<file path="config.mk">
export PLATFORM = sky130hd
export DESIGN_NAME = r0_disp_ldst
export DESIGN_NICKNAME = d
export VERILOG_FILES = /design/src/rtl/ldst_pkg.sv /design/src/rtl/ldst_decode.sv /design/src/rtl/ldst_agu.sv /design/src/rtl/ldst_ldfmt.sv /design/src/rtl/r0_disp_ldst.sv
export SDC_FILE = /design/constraint.sdc
export NUM_CORES = 1
export LEC_CHECK = 0
export ABC_AREA = 1
export BUFFER_PORTS_ARGS = -buffer_cell sky130_fd_sc_hd__buf_2
export CAP_MARGIN = 20
export CORE_ASPECT_RATIO = 1.4
export CORE_MARGIN = 2
export CORE_UTILIZATION = 40
export CTS_CLUSTER_DIAMETER = 120
export CTS_CLUSTER_SIZE = 24
export DETAILED_ROUTE_END_ITERATION = 10
export HOLD_SLACK_MARGIN = 0.05
export PLACE_DENSITY = 0.7
export SYNTH_ARGS = -nofsm -noshare
export SYNTH_HDL_FRONTEND = slang
export SYNTH_SLANG_ARGS = --single-unit
</file>
<file path="constraint.sdc">
create_clock -name clk -period 3 [get_ports clk]
set_input_delay 0.45 -clock clk [delete_from_list [all_inputs] [get_ports clk]]
set_output_delay 0.45 -clock clk [all_outputs]
set_load 0.005 [all_outputs]
</file>
<file path="src/rtl/ldst_pkg.sv">
package ldst_pkg;
  localparam int DATA_W = 32;
  localparam int INSN_W = 16;
  localparam int DISP_W = 8;
  localparam int LANES  = DATA_W / 8;
  localparam int OFS_W  = $clog2(LANES);

  typedef enum logic [1:0] {SZ_B = 2'd0, SZ_H = 2'd1, SZ_W = 2'd2} acc_size_e;

  typedef struct packed {
    logic      legal;
    logic      is_load;
    acc_size_e size;
  } op_dec_t;

  function automatic logic [DATA_W-1:0] scaled_disp(input logic [DISP_W-1:0] d,
                                                    input acc_size_e sz);
    logic [DATA_W-1:0] z;
    z = {{(DATA_W-DISP_W){1'b0}}, d};
    return z << sz;
  endfunction

  function automatic logic [LANES-1:0] lane_mask(input logic [OFS_W-1:0] ofs,
                                                 input acc_size_e sz);
    case (sz)
      SZ_B:    return 4'b1000 >> ofs;
      SZ_H:    return ofs[1] ? 4'b0011 : 4'b1100;
      default: return 4'b1111;
    endcase
  endfunction

  function automatic logic [DATA_W-1:0] replicate(input logic [DATA_W-1:0] v,
                                                  input acc_size_e sz);
    case (sz)
      SZ_B:    return {LANES{v[7:0]}};
      SZ_H:    return {(LANES/2){v[15:0]}};
      default: return v;
    endcase
  endfunction

  function automatic logic [DATA_W-1:0] extract_sext(input logic [DATA_W-1:0] d,
                                                     input logic [OFS_W-1:0] ofs,
                                                     input acc_size_e sz);
    logic [7:0]  b;
    logic [15:0] h;
    b = d[(LANES-1-int'(ofs))*8 +: 8];
    h = ofs[1] ? d[15:0] : d[31:16];
    case (sz)
      SZ_B:    return {{(DATA_W-8){b[7]}}, b};
      SZ_H:    return {{(DATA_W-16){h[15]}}, h};
      default: return d;
    endcase
  endfunction
endpackage

</file>
<file path="src/rtl/ldst_decode.sv">
module ldst_decode
  import ldst_pkg::*;
(
  input  logic [7:0] opc,
  output op_dec_t    dec
);
  always_comb begin
    dec = '{legal: 1'b1, is_load: 1'b0, size: SZ_B};
    case (opc)
      8'hC4: begin dec.is_load = 1'b1; dec.size = SZ_B; end
      8'hC5: begin dec.is_load = 1'b1; dec.size = SZ_H; end
      8'hC6: begin dec.is_load = 1'b1; dec.size = SZ_W; end
      8'hC0: dec.size = SZ_B;
      8'hC1: dec.size = SZ_H;
      8'hC2: dec.size = SZ_W;
      default: dec.legal = 1'b0;
    endcase
  end
endmodule

</file>
<file path="src/rtl/ldst_agu.sv">
module ldst_agu
  import ldst_pkg::*;
#(
  parameter int XW = DATA_W
) (
  input  logic [XW-1:0]     base_val,
  input  logic [DISP_W-1:0] disp,
  input  acc_size_e         size,
  input  logic [XW-1:0]     r0_val,
  output logic [XW-1:0]     ea,
  output logic [LANES-1:0]  be,
  output logic [XW-1:0]     wdata
);
  always_comb begin
    ea    = base_val + scaled_disp(disp, size);
    be    = lane_mask(ea[OFS_W-1:0], size);
    wdata = replicate(r0_val, size);
  end
endmodule

</file>
<file path="src/rtl/ldst_ldfmt.sv">
module ldst_ldfmt
  import ldst_pkg::*;
#(
  parameter int XW = DATA_W
) (
  input  logic [XW-1:0]    rdata,
  input  logic [OFS_W-1:0] ofs,
  input  acc_size_e        size,
  output logic [XW-1:0]    result
);
  always_comb result = extract_sext(rdata, ofs, size);
endmodule

</file>
<file path="src/rtl/r0_disp_ldst.sv">
module r0_disp_ldst
  import ldst_pkg::*;
#(
  parameter int XW = DATA_W
) (
  input  logic          clk,
  input  logic          rst_n,
  input  logic          issue_valid,
  input  logic [15:0]   insn,
  input  logic [XW-1:0] base_val,
  input  logic [XW-1:0] r0_val,
  input  logic          next_uses_r0,
  output logic          issue_rdy,
  output logic          illegal,
  output logic          mem_req,
  input  logic          mem_ready,
  output logic [XW-1:0] mem_addr,
  output logic          mem_we,
  output logic [1:0]    mem_size,
  output logic [3:0]    mem_be,
  output logic [XW-1:0] mem_wdata,
  input  logic          mem_rvalid,
  input  logic [XW-1:0] mem_rdata,
  output logic          r0_we,
  output logic [XW-1:0] r0_wdata,
  output logic          stall
);
  op_dec_t             dec;
  logic [XW-1:0]       ea, wd, ld_res;
  logic [LANES-1:0]    be;
  logic                req_q, wait_q, load_q;
  acc_size_e           size_q;
  logic                accept, handshake, data_back, load_outstanding;

  ldst_decode u_dec (.opc(insn[15:8]), .dec(dec));

  ldst_agu #(.XW(XW)) u_agu (
    .base_val(base_val), .disp(insn[DISP_W-1:0]), .size(dec.size),
    .r0_val(r0_val), .ea(ea), .be(be), .wdata(wd)
  );

  ldst_ldfmt #(.XW(XW)) u_fmt (
    .rdata(mem_rdata), .ofs(mem_addr[OFS_W-1:0]), .size(size_q), .result(ld_res)
  );

  assign issue_rdy        = !(req_q || wait_q);
  assign accept           = issue_valid && issue_rdy && dec.legal;
  assign illegal          = issue_valid && issue_rdy && !dec.legal;
  assign handshake        = req_q && mem_ready;
  assign data_back        = wait_q && mem_rvalid;
  assign load_outstanding = (req_q && load_q) || wait_q;

  always_ff @(posedge clk) begin
    if (!rst_n) begin
      req_q     <= 1'b0;
      wait_q    <= 1'b0;
      load_q    <= 1'b0;
      size_q    <= SZ_B;
      mem_addr  <= '0;
      mem_be    <= '0;
      mem_wdata <= '0;
    end else begin
      if (accept) begin
        req_q     <= 1'b1;
        load_q    <= dec.is_load;
        size_q    <= dec.size;
        mem_addr  <= ea;
        mem_be    <= be;
        mem_wdata <= wd;
      end else if (handshake) begin
        req_q  <= 1'b0;
        wait_q <= load_q;
      end
      if (data_back) wait_q <= 1'b0;
    end
  end

  assign mem_req  = req_q;
  assign mem_we   = !load_q;
  assign mem_size = size_q;
  assign r0_we    = data_back;
  assign r0_wdata = ld_res;
  assign stall    = next_uses_r0 && load_outstanding && !data_back;
endmodule

</file>
==> out/results.md, run 1 <==
| Step | Result | This run |
|:---|:---|:---|
| run status | Status | finished clean |
| cts | Clock latency reported for the late side of the worst-skew pair | 0.33 ns |
| grt | Aggregate global-route resource usage | 0.236 |
| timing | Number of setup violations in the final report | 0 |
| setup path | Buffering stage count on the worst path with inverters included | 5 |
| power | Largest voltage drop on the vdd net | 0.297 mV |
| detailed routing | WL final | 18200 um |
| timing | Number of hold violations in the final report | 0 |
| setup path | Minimum setup slack among reg-to-reg paths | 1.07 ns |
| detailed routing | Number of detailed-routing iterations run before antenna repair | 4 |
| synth | Net count of the mapped netlist | 1045 |
| setup path | Highest-delay cell along the critical path | o21ai_0 |
| cts | CTS root buf | clkbuf_16 |
| floorplanning | Starting density of the core | 0.407 |
| detailed routing | Number of remaining DRC errors | 0 |
| synth | Sequential share of the synthesized area | 0.261 |
| setup path | Worst setup SP type | input port |
| synth | Post-synthesis cell area | 0.00561 mm2 |
| setup path | Setup Crit Path Kind | in -> reg |
| cts | Clock tree sinks | 73 |
| timing | RSZ-0062 raised after global routing | false |
| synth | Post-synth ARST share | 0 |
| grt | Total gr overflow | 0 |
| power | Cell internal power dissipation | 0.00190 W |
| power | Static leakage | 4.04 nW |
| power | Power density over the cells | 366 mW/mm2 |
| finish | Area used by multi-input combinational logic | 0.00327 mm2 |
| setup path | Most numerous cell on the critical path | nand2_1 |
| setup path | Crit-path leading delay family | simple AND/OR/NAND/NOR gates |
| timing | Slew of the pin with the lowest slew margin | 0.782 ns |
| floorplanning | Vertical extent of the die | 144 um |
| finish | Share of cells above drive strength 1 | 0.270 |
| timing | TNS Setup | 0 ns |
| cts | Count of H-tree levels built during CTS | 3 |
| setup path | Critical path endpoint category | register |
| floorplanning | Standard-cell row count | 51 |
| timing | Final critical delay including setup and external delays | 2.71 ns |
| power | Gate power share | 0.181 |
| setup path | Critical path required time | 3.23 ns |
| timing | Worst setup slack after layout | 0.289 ns |
| detailed routing | Residual antenna-violating net count after detailed routing | 0 |
| finish | Layout Area Growth over Synthesis | 28.7% |
| cts | CTS resizes | 0 |
| setup path | Data arrival time at the worst-slack endpoint | 2.94 ns |
| synth | Synth warn | 0 |
| synth | Ranking of synthesized cells by area | dfxtp_1, nand2_1, inv_1 |
| placement | Number of cells after detailed placement | 1307 |
| placement | HPWL after detailed placement | 14500 um |
| synth | Mean instance size in the synthesized netlist | 6.13 um2 |
| timing | Relative slew slack | 0.478 |
| cts | Count of hold buffers inserted by post-cts repair | 0 |
| synth | Count of flip-flops with a built-in enable after synthesis | 0 |
| timing | Final setup skew | 0.00693 ns |
| synth | Post-synthesis instance total | 914 |
| grt | Via count of the first global-routing pass | 6015 |
| synth | Netlist cell types | 44 |
| setup path | Sequence of cells on the critical path | buf_2 > nor2_2 > nand4_2 > clkinv_2 > nand2_4 > or2_2 > o21ai_2 > o22ai_1 > ha_1 > nand2_1 > nand2_1 > inv_1 > o21ai_0 > inv_1 > nand2_1 > nand2_1 > nand2_1 > nand3_1 > nand2_1 > inv_1 |
| finish | Filler instances | 1487 |
| floorplanning | Core Footprint | 0.0138 mm2 |
| setup path | Delay contributed by the slowest stage of the critical path | 0.37 ns |
| cts | CTS tree | built |
| synth | Total of flip-flops plus latches after synthesis | 73 |
| placement | Number of buffers inserted by port buffering | 225 |
| finish | Area occupied by registers | 0.00146 mm2 |
| timing | Max Clk Rate | 369 MHz |
| power | Power spent charging and discharging nets | 0.000738 W |
| floorplanning | I/O pin cnt | 226 |
| synth | Flip-flop cell with the highest count after synthesis | dfxtp_1 |
| detailed routing | Average wire per standard cell | 13.8 um |
| cts | Maximum number of buffers from clock root to sink | 2 |
| cts | Post-CTS Setup Bufs | 0 |
| power | Part of the power in the clock network | 0.446 |
| grt | Antenna violations before repair | 0 |
| finish | Final cell count without fillers | 1324 |
| detailed routing | Number of vias in the routed layout | 6456 |
| power | Proportion of power drawn by flip-flops and latches | 0.373 |
| run | Max Cap Violations | 0 |
| cts | Clock input transition at the sequential cells of the worst setup and hold paths | 0.06 ns |
| synth | Post-synth top area share | 0.261 |
| finish | Final Util | 0.523 |
| timing | Final Slew Violations | 0 |
| synth | Post-synth top area cell | dfxtp_1 |
| synth | Library cell with the highest instance count after synthesis | nand2_1 |
| min path | Hold Crit Class | in -> reg |
| setup path | Worst-path maximum fanout | 11 |
| synth | Leading cell types by count after synthesis | nand2_1, inv_1, nand3_1 |
| timing | Fraction of the cycle the final worst path needs | 0.904 |
| detailed routing | Detail-routed via count per cell | 4.88 |
| detailed routing | Violation count after the first detailed-route iteration | 302 |
| finish | Nets | 1264 |
| cts | Number of buffers added by the clock tree synthesis step | 9 |
| placement | Final Wtd Congestion | 0.952 |
| grt | Maximum number of pins on one net before global-route repair | 54 |
| floorplanning | Horiz. Die Dim | 104 um |
| grt | Wire length of the first global-routing pass | 28900 um |
| floorplanning | Die outline area | 0.0150 mm2 |
| timing | Tightest hold margin | 0.404 ns |
| power | Net Sw Frac | 0.280 |
| placement | Post-Place Setup Slack | -0.0575 ns |
## worst register-to-register path, cell delays in order (launching register included)
cell and delay, ns:
dfxtp_1 0.44, nor2_4 0.06, nand2_2 0.12, inv_2 0.05
nand3_2 0.26, buf_4 0.46, nor2_2 0.11, nand2_1 0.10
nand2_1 0.06, o21ai_1 0.12, inv_1 0.04
## layout by cell type, fill, tap and decap left out, drive strengths merged
cell type / Yosys / final
o2111ai: 6 / 6
nor3: 13 / 13
xnor2: 6 / 6
o211ai: 7 / 7
bufinv: 0 / 2
a211oi: 2 / 2
a31oi: 4 / 4
buf: 23 / 243
nand2: 280 / 280
conb: 1 / 1
diode: 0 / 1
nand3b: 1 / 1
nor4: 1 / 1
o21a: 26 / 26
dfxtp: 73 / 73
fa: 1 / 1
clkinv: 1 / 3
nor2: 48 / 48
inv: 174 / 175
o21ai: 57 / 57
nand4: 17 / 17
mux2i: 5 / 5
a21oi: 33 / 33
ha: 12 / 12
or2: 6 / 6
clkinvlp: 0 / 1
clkbuf: 12 / 10
nand3: 95 / 95
xor2: 1 / 1
o22ai: 9 / 9
## cells by family after synthesis
kind of cell             Yosys count  share of synthesized area
multiplexers                       5                    0.00893
XOR/XNOR                           7                     0.0109
flip-flops                        73                      0.261
adder cells (fa/ha/maj)           13                     0.0303
other                              1                   0.000669
AND/OR/NAND/NOR                  461                      0.366
buffers and inverters            210                      0.157
AO/OA/AOI/OAI                    144                      0.165
## routing by layer
metal	GRT usage	vias to the layer above	part of all wire
met1	0.264	2884	0.41
li1	-	3339	-
met3	0.0388	38	0.047
met4	0.104	0	0.034
met5	0	-	0
met2	0.442	195	0.51
## final timing paths
path / start / end / cells past startpoint
min: insn[10] / load_q / 3
min reg2reg: mem_wdata[16] / mem_wdata[16] / 2
max: insn[11] / mem_addr[27] / 20
max reg2reg: mem_req / mem_wdata[15] / 10
## cell type report
type | count | share of cell area
Inverter | 175 | 0.0912
Timing Repair Buffer | 243 | 0.177
Sequential cell | 73 | 0.203
Multi-Input combinational cell | 631 | 0.453
Tap cell | 185 | 0.0321
Clock inverter | 6 | 0.0125
Antenna cell | 1 | 0.000347
Clock buffer | 10 | 0.0317
## power by group through the flow
stage	combinational [W]	sequential, W	clock [W]
2_1_floorplan	0.000259	0.00101	0
3_3_place_gp	0.000470	0.00101	0
3_5_place_dp	0.000472	0.00101	0
4_1_cts	0.000474	0.000984	0.00120
5_1_grt	0.000531	0.000985	0.00124
6_report	0.000477	0.000984	0.00118
## flip-flops by register name, indices dropped and copies added, names as in the netlist
register and flops:
mem_addr 32, mem_wdata 32, mem_be 4, mem_size 2, load_q 1, mem_req 1, wait_q 1
## per-stage QoR
step / area, um2 / power [W]
after floorplan: 5610 / 0.00127
after global placement: 6890 / 0.00148
after detailed placement: 6890 / 0.00148
after CTS: 7210 / 0.00266
after global routing: 7210 / 0.00276
final: 7210 / 0.00264
Note: power is estimated with default switching activity, not from simulation.
==> run 2, diff against run 1 <==
Settings changed: CTS_BUF_LIST set to sky130_fd_sc_hd__clkbuf_8.
==> out/results.md, run 2 (same netlist as run 1, synthesis figures left out) <==
| Step | Result | This run | Delta |
|:---|:---|:---|:---|
| finish | Area used by multi-input combinational logic | 0.00326 mm2 | about the same |
| timing | Final critical delay including setup and external delays | 2.67 ns | -0.0380 ns |
| cts | Clock input transition at the sequential cells of the worst setup and hold paths | 0.08 ns | +0.02 ns |
| floorplanning | Standard-cell row count | 51 | unchanged |
| timing | Number of hold violations in the final report | 0 | unchanged |
| floorplanning | I/O pin cnt | 226 | unchanged |
| detailed routing | Violation count after the first detailed-route iteration | 318 | +5.3% |
| finish | Filler instances | 1494 | +0.47% |
| detailed routing | Average wire per standard cell | 13.8 um | about the same |
| timing | Tightest hold margin | 0.364 ns | -0.0400 ns |
| setup path | Worst setup SP type | input port |  |
| power | Part of the power in the clock network | 0.379 | -0.067 |
| finish | Most frequent cells in the layout | nand2_1, buf_2, inv_1 |  |
| setup path | Critical path endpoint category | register |  |
| setup path | Count of cell instances traversed by the critical path | 18 | -10% |
| setup path | Worst-path maximum fanout | 11 | unchanged |
| placement | Number of buffers inserted by port buffering | 225 | unchanged |
| power | Power density over the cells | 331 mW/mm2 | -9.6% |
| cts | Count of H-tree levels built during CTS | 3 | unchanged |
| finish | Area occupied by registers | 0.00146 mm2 | unchanged |
| power | Largest voltage drop on the vdd net | 0.183 mV | -38% |
| finish | Layout Area Growth over Synthesis | 26.8% |  |
| setup path | Critical path required time | 3.27 ns | +0.04 ns |
| detailed routing | Detail-routed via count per cell | 4.90 | +0.45% |
| setup path | Buffering stage count on the worst path with inverters included | 3 | -2 |
| timing | Slew of the pin with the lowest slew margin | 0.784 ns | +0.00263 ns |
| power | Gate power share | 0.203 | +0.022 |
| timing | Final setup skew | 0.00744 ns | +0.000515 ns |
| run status | Status | finished clean |  |
| min path | Hold Crit Class | in -> reg |  |
| placement | Post-Place Setup Slack | -0.0575 ns | unchanged |
| detailed routing | Number of detailed-routing iterations run before antenna repair | 5 | +1 |
| cts | CTS tree | built |  |
| cts | Maximum number of buffers from clock root to sink | 2 | unchanged |
| floorplanning | Starting density of the core | 0.407 | unchanged |
| setup path | Delay contributed by the slowest stage of the critical path | 0.35 ns | -0.02 ns |
| floorplanning | Vertical extent of the die | 144 um | unchanged |
| timing | Number of setup violations in the final report | 0 | unchanged |
| grt | Aggregate global-route resource usage | 0.237 | +0.000670 |
| cts | CTS root buf | clkbuf_8 |  |
| grt | Wire length of the first global-routing pass | 28800 um | -0.21% |
| cts | Count of hold buffers inserted by post-cts repair | 0 | unchanged |
| setup path | Setup Crit Path Kind | in -> reg |  |
| cts | Post-CTS Setup Bufs | 0 | unchanged |
| setup path | Sequence of cells on the critical path | buf_2 > nor2_2 > nand4_2 > clkinv_2 > nand2_4 > or2_2 > o21ai_2 > o22ai_1 > ha_1 > nand2_1 > nor2_1 > nand3_1 > nand3_1 > nand2_1 > nand2_1 > nand3_1 > nand2_1 > inv_1 |  |
| cts | Clock latency reported for the late side of the worst-skew pair | 0.37 ns | +0.04 ns |
| grt | Total gr overflow | 0 | unchanged |
| power | Net Sw Frac | 0.304 | +0.0242 |
| setup path | Highest-delay cell along the critical path | ha_1 |  |
| floorplanning | Horiz. Die Dim | 104 um | unchanged |
| placement | Final Wtd Congestion | 0.952 | unchanged |
| detailed routing | Residual antenna-violating net count after detailed routing | 0 | unchanged |
| timing | Worst setup slack after layout | 0.327 ns | +0.0380 ns |
| finish | Nets | 1264 | unchanged |
| timing | Relative slew slack | 0.477 | -0.00175 |
| grt | Antenna violations before repair | 0 | unchanged |
| setup path | Worst-case reg-to-reg path depth | 10 | unchanged |
| detailed routing | Number of vias in the routed layout | 6480 | +0.37% |
| detailed routing | WL final | 18200 um | about the same |
| finish | Share of cells above drive strength 1 | 0.269 | -0.000879 |
| timing | Fraction of the cycle the final worst path needs | 0.891 | -0.0127 |
| finish | Top Registers | mem_addr x32, mem_wdata x32, mem_be x4 |  |
| finish | Most common cell after layout, fill and taps aside | nand2_1 |  |
| placement | HPWL after detailed placement | 14500 um | unchanged |
| finish | Final Util | 0.516 | -0.00772 |
| placement | Placed instance area | 0.00689 mm2 | unchanged |
| detailed routing | Number of remaining DRC errors | 0 | unchanged |
| power | Power spent charging and discharging nets | 0.000714 W | -3.3% |
| min path | Hold depth | 3 | unchanged |
| power | Proportion of power drawn by flip-flops and latches | 0.418 | +0.045 |
| power | Static leakage | 4.00 nW | -1.0% |
| setup path | Crit-path leading delay family | simple AND/OR/NAND/NOR gates |  |
| cts | CTS resizes | 0 | unchanged |
| timing | Max Clk Rate | 374 MHz | +1.4% |
| setup path | Most numerous cell on the critical path | nand2_1 |  |
| floorplanning | Core Footprint | 0.0138 mm2 | unchanged |
| setup path | Data arrival time at the worst-slack endpoint | 2.94 ns | about the same |
| floorplanning | Die outline area | 0.0150 mm2 | unchanged |
| power | Cell internal power dissipation | 0.00164 W | -14% |
| cts | Number of buffers added by the clock tree synthesis step | 9 | unchanged |
| run | Max Cap Violations | 0 | unchanged |
| timing | RSZ-0062 raised after global routing | false |  |
| grt | Via count of the first global-routing pass | 6006 | -0.15% |
| cts | Clock tree sinks | 73 | unchanged |
| finish | Layout Cell Area excl Fill | 0.00711 mm2 | -1.5% |
| timing | Final Slew Violations | 0 | unchanged |
| finish | Number of antenna cells inserted | 0 | -1 |
| grt | Maximum number of pins on one net before global-route repair | 54 | unchanged |
[run 2: stage by stage]
step | power, W | setup TNS (ns) | instances
3_3_place_gp | 0.00148 | -0.0337 | 1307
3_5_place_dp | 0.00148 | -0.0870 | 1307
5_1_grt | 0.00246 | 0 | 1323
4_1_cts | 0.00237 | 0 | 1323
2_1_floorplan | 0.00127 | 0 | 914
6_report | 0.00235 | 0 | 1323
[run 2: final cells by class]
cell class / instances / area share
Inverter: 175 / 0.0926
Tap cell: 185 / 0.0326
Sequential cell: 73 / 0.206
Multi-Input combinational cell: 631 / 0.459
Clock inverter: 7 / 0.0132
Timing Repair Buffer: 243 / 0.179
Clock buffer: 9 / 0.0174
[run 2: tightest hold or removal path, stage by stage]
cell and delay, ns:
buf_2 0.10, nor2_1 0.09, a211oi_1 0.05
[run 2: worst paths after layout]
path	start	endpoint	slack [ns]
worst min register to register	mem_wdata[16]	mem_wdata[16]	0.46
worst max register to register	mem_req	mem_wdata[15]	1.07
worst max-delay path	insn[11]	mem_addr[16]	0.33
worst min-delay path	insn[10]	load_q	0.36
[run 2: power groups by stage]
| stage | logic, W | clock network [W] | registers [W] |
|---|---|---|---|
| 3_3_place_gp | 0.000470 | 0 | 0.00101 |
| 6_report | 0.000476 | 0.000891 | 0.000983 |
| 3_5_place_dp | 0.000472 | 0 | 0.00101 |
| 5_1_grt | 0.000529 | 0.000950 | 0.000985 |
| 2_1_floorplan | 0.000259 | 0 | 0.00101 |
| 4_1_cts | 0.000474 | 0.000909 | 0.000983 |
[run 2: routing by layer]
metal | global-route usage | part of all wire
met4 | 0.117 | 0.040
met5 | 0 | 0
met1 | 0.264 | 0.40
met3 | 0.0342 | 0.052
met2 | 0.441 | 0.51
==> run 3, diff against run 2 <==
Settings changed: MAX_ROUTING_LAYER set to met4, REMOVE_ABC_BUFFERS set to 1.
==> out/results.md, run 3 (same netlist as run 1, synthesis figures left out) <==
| Step | Result | This run | Delta |
|:---|:---|:---|:---|
| run status | Status | finished clean |  |
| timing | Tightest hold margin | 0.367 ns | +0.00236 ns |
| setup path | Minimum setup slack among reg-to-reg paths | 1.26 ns | +0.19 ns |
| placement | Final Wtd Congestion | 0.946 | -0.60% |
| setup path | Critical path endpoint category | output pin |  |
| cts | Count of H-tree levels built during CTS | 3 | unchanged |
| finish | Top Registers | mem_addr x32, mem_wdata x32, mem_be x4 |  |
| floorplanning | Horiz. Die Dim | 104 um | unchanged |
| finish | Layout Cell Area excl Fill | 0.00709 mm2 | -0.30% |
| timing | TNS Setup | 0 ns | unchanged |
| cts | Post-CTS Setup Bufs | 0 | unchanged |
| finish | Most common cell after layout, fill and taps aside | nand2_1 |  |
| grt | Total gr overflow | 0 | unchanged |
| floorplanning | Standard-cell row count | 51 | unchanged |
| power | Power density over the cells | 331 mW/mm2 | +0.14% |
| min path | Hold Crit Class | in -> reg |  |
| floorplanning | I/O pin cnt | 226 | unchanged |
| timing | Number of setup violations in the final report | 0 | unchanged |
| cts | Clock latency reported for the late side of the worst-skew pair | 0.37 ns | about the same |
| power | Largest voltage drop on the vdd net | 0.182 mV | -0.70% |
| setup path | Crit-path leading delay family | buffers and inverters |  |
| grt | Via count of the first global-routing pass | 5693 | -5.2% |
| power | Part of the power in the clock network | 0.382 | +0.003 |
| placement | Placed instance area | 0.00686 mm2 | -0.40% |
| setup path | Buffering stage count on the worst path with inverters included | 3 | unchanged |
| detailed routing | Number of remaining DRC errors | 0 | unchanged |
| setup path | Sequence of cells on the critical path | buf_4 > nand2_1 > o21ai_0 > or2_1 > o2111ai_4 > nand2_4 > inv_2 > o21ai_0 > buf_2 |  |
| timing | Slew of the pin with the lowest slew margin | 0.834 ns | +0.0503 ns |
| grt | Aggregate global-route resource usage | 0.236 | -0.00127 |
| detailed routing | Violation count after the first detailed-route iteration | 322 | +1.3% |
| setup path | Delay contributed by the slowest stage of the critical path | 0.42 ns | +0.07 ns |
| timing | RSZ-0062 raised after global routing | false |  |
| floorplanning | Die outline area | 0.0150 mm2 | unchanged |
| detailed routing | Detail-routed via count per cell | 4.85 | -0.98% |
| setup path | Most numerous cell on the critical path | o21ai_0 |  |
| timing | Number of hold violations in the final report | 0 | unchanged |
| placement | Number of buffers inserted by port buffering | 225 | unchanged |
| cts | Maximum number of buffers from clock root to sink | 2 | unchanged |
| finish | Layout Area Growth over Synthesis | 26.4% |  |
| detailed routing | WL final | 17700 um | -2.5% |
| power | Net Sw Frac | 0.301 | -0.00265 |
| setup path | Critical path required time | 2.55 ns | -0.72 ns |
| detailed routing | Residual antenna-violating net count after detailed routing | 0 | unchanged |
| finish | Number of antenna cells inserted | 0 | unchanged |
| detailed routing | Number of vias in the routed layout | 6407 | -1.1% |
| timing | Relative slew slack | 0.443 | -0.0336 |
| cts | Count of hold buffers inserted by post-cts repair | 0 | unchanged |
| power | Overall Power | 0.00235 W | -0.16% |
| cts | CTS resizes | 0 | unchanged |
| grt | Antenna violations before repair | 0 | unchanged |
| finish | Share of cells above drive strength 1 | 0.268 | -0.00129 |
| finish | Most frequent cells in the layout | nand2_1, buf_2, inv_1 |  |
| detailed routing | Average wire per standard cell | 13.4 um | -2.4% |
| timing | Fraction of the cycle the final worst path needs | 0.897 | +0.00582 |
| setup path | Data arrival time at the worst-slack endpoint | 2.24 ns | -0.70 ns |
| grt | Maximum number of pins on one net before global-route repair | 47 | -13% |
| timing | Max Clk Rate | 372 MHz | -0.65% |
| cts | Clock tree sinks | 73 | unchanged |
| finish | Nets | 1262 | -0.16% |
| floorplanning | Vertical extent of the die | 144 um | unchanged |
| setup path | Highest-delay cell along the critical path | dfxtp_1 |  |
| power | Gate power share | 0.199 | -0.004 |
| run | Max Cap Violations | 0 | unchanged |
| finish | Area occupied by registers | 0.00146 mm2 | about the same |
| floorplanning | Core Footprint | 0.0138 mm2 | unchanged |
| placement | HPWL after detailed placement | 14300 um | -1.3% |
| cts | Clock input transition at the sequential cells of the worst setup and hold paths | 0.08 ns | about the same |
| finish | Area used by multi-input combinational logic | 0.00326 mm2 | unchanged |
| floorplanning | Starting density of the core | 0.407 | unchanged |
| detailed routing | Number of detailed-routing iterations run before antenna repair | 6 | +1 |
| grt | Wire length of the first global-routing pass | 27600 um | -4.2% |
| timing | Final setup skew | 0.00908 ns | +0.00164 ns |
| cts | CTS root buf | clkbuf_8 |  |
| setup path | Worst-path maximum fanout | 17 | +6 |
| power | Static leakage | 3.98 nW | -0.40% |
| timing | Final Slew Violations | 0 | unchanged |
| setup path | Setup Crit Path Kind | reg -> out |  |
| finish | Filler instances | 1499 | +0.33% |
| cts | CTS tree | built |  |
| power | Proportion of power drawn by flip-flops and latches | 0.419 | about the same |
| cts | Number of buffers added by the clock tree synthesis step | 9 | unchanged |
| setup path | Worst setup SP type | register |  |
| power | Cell internal power dissipation | 0.00164 W | +0.22% |
| power | Power spent charging and discharging nets | 0.000706 W | -1.0% |
| timing | Final critical delay including setup and external delays | 2.69 ns | +0.0175 ns |
## run 3: cell type report
class,instances,share of cell area
Clock buffer,9,0.0175
Clock inverter,7,0.0143
Inverter,175,0.0929
Multi-Input combinational cell,631,0.461
Sequential cell,73,0.206
Tap cell,185,0.0327
Timing Repair Buffer,241,0.176
## run 3: tightest hold or removal path, delay by kind of cell
kind | cells | cell delay (ns)
buffers and inverters | 1 | 0.10
AND/OR/NAND/NOR | 1 | 0.09
AO/OA/AOI/OAI | 1 | 0.05
## run 3: metal layers
layer	share of wire	global-route usage	routed length [um]	vias to the layer above
li1	-	-	-	3329
met1	0.42	0.270	7440	2863
met2	0.51	0.424	8990	188
met3	0.049	0.0329	867	27
met4	0.025	0.0811	446	0
met5	0	-	0	-
## run 3: final timing paths
check | from | end | cells past startpoint
setup / recovery | mem_addr[1] | r0_wdata[29] | 9
hold / removal | insn[10] | load_q | 3
hold reg to reg | mem_wdata[6] | mem_wdata[6] | 2
setup reg to reg | mem_req | mem_wdata[28] | 10
## run 3: power groups by stage
stage	combinational, W	sequential [W]	clock [W]
floorplan	0.000243	0.00101	0
global placement	0.000465	0.00101	0
detailed placement	0.000464	0.00101	0
CTS	0.000466	0.000983	0.000917
global route	0.000521	0.000984	0.000955
finish	0.000466	0.000983	0.000897
## run 3: metrics by stage
step / setup slack [ns] / std cells / util
after floorplan: 0.126 / 879 / -
after global placement: 0.0898 / 1305 / 0.498
after detailed placement: 0.0345 / 1305 / 0.498
after CTS: 0.293 / 1321 / 0.514
after global routing: 0.0789 / 1321 / 0.514
final: 0.309 / 1321 / 0.514
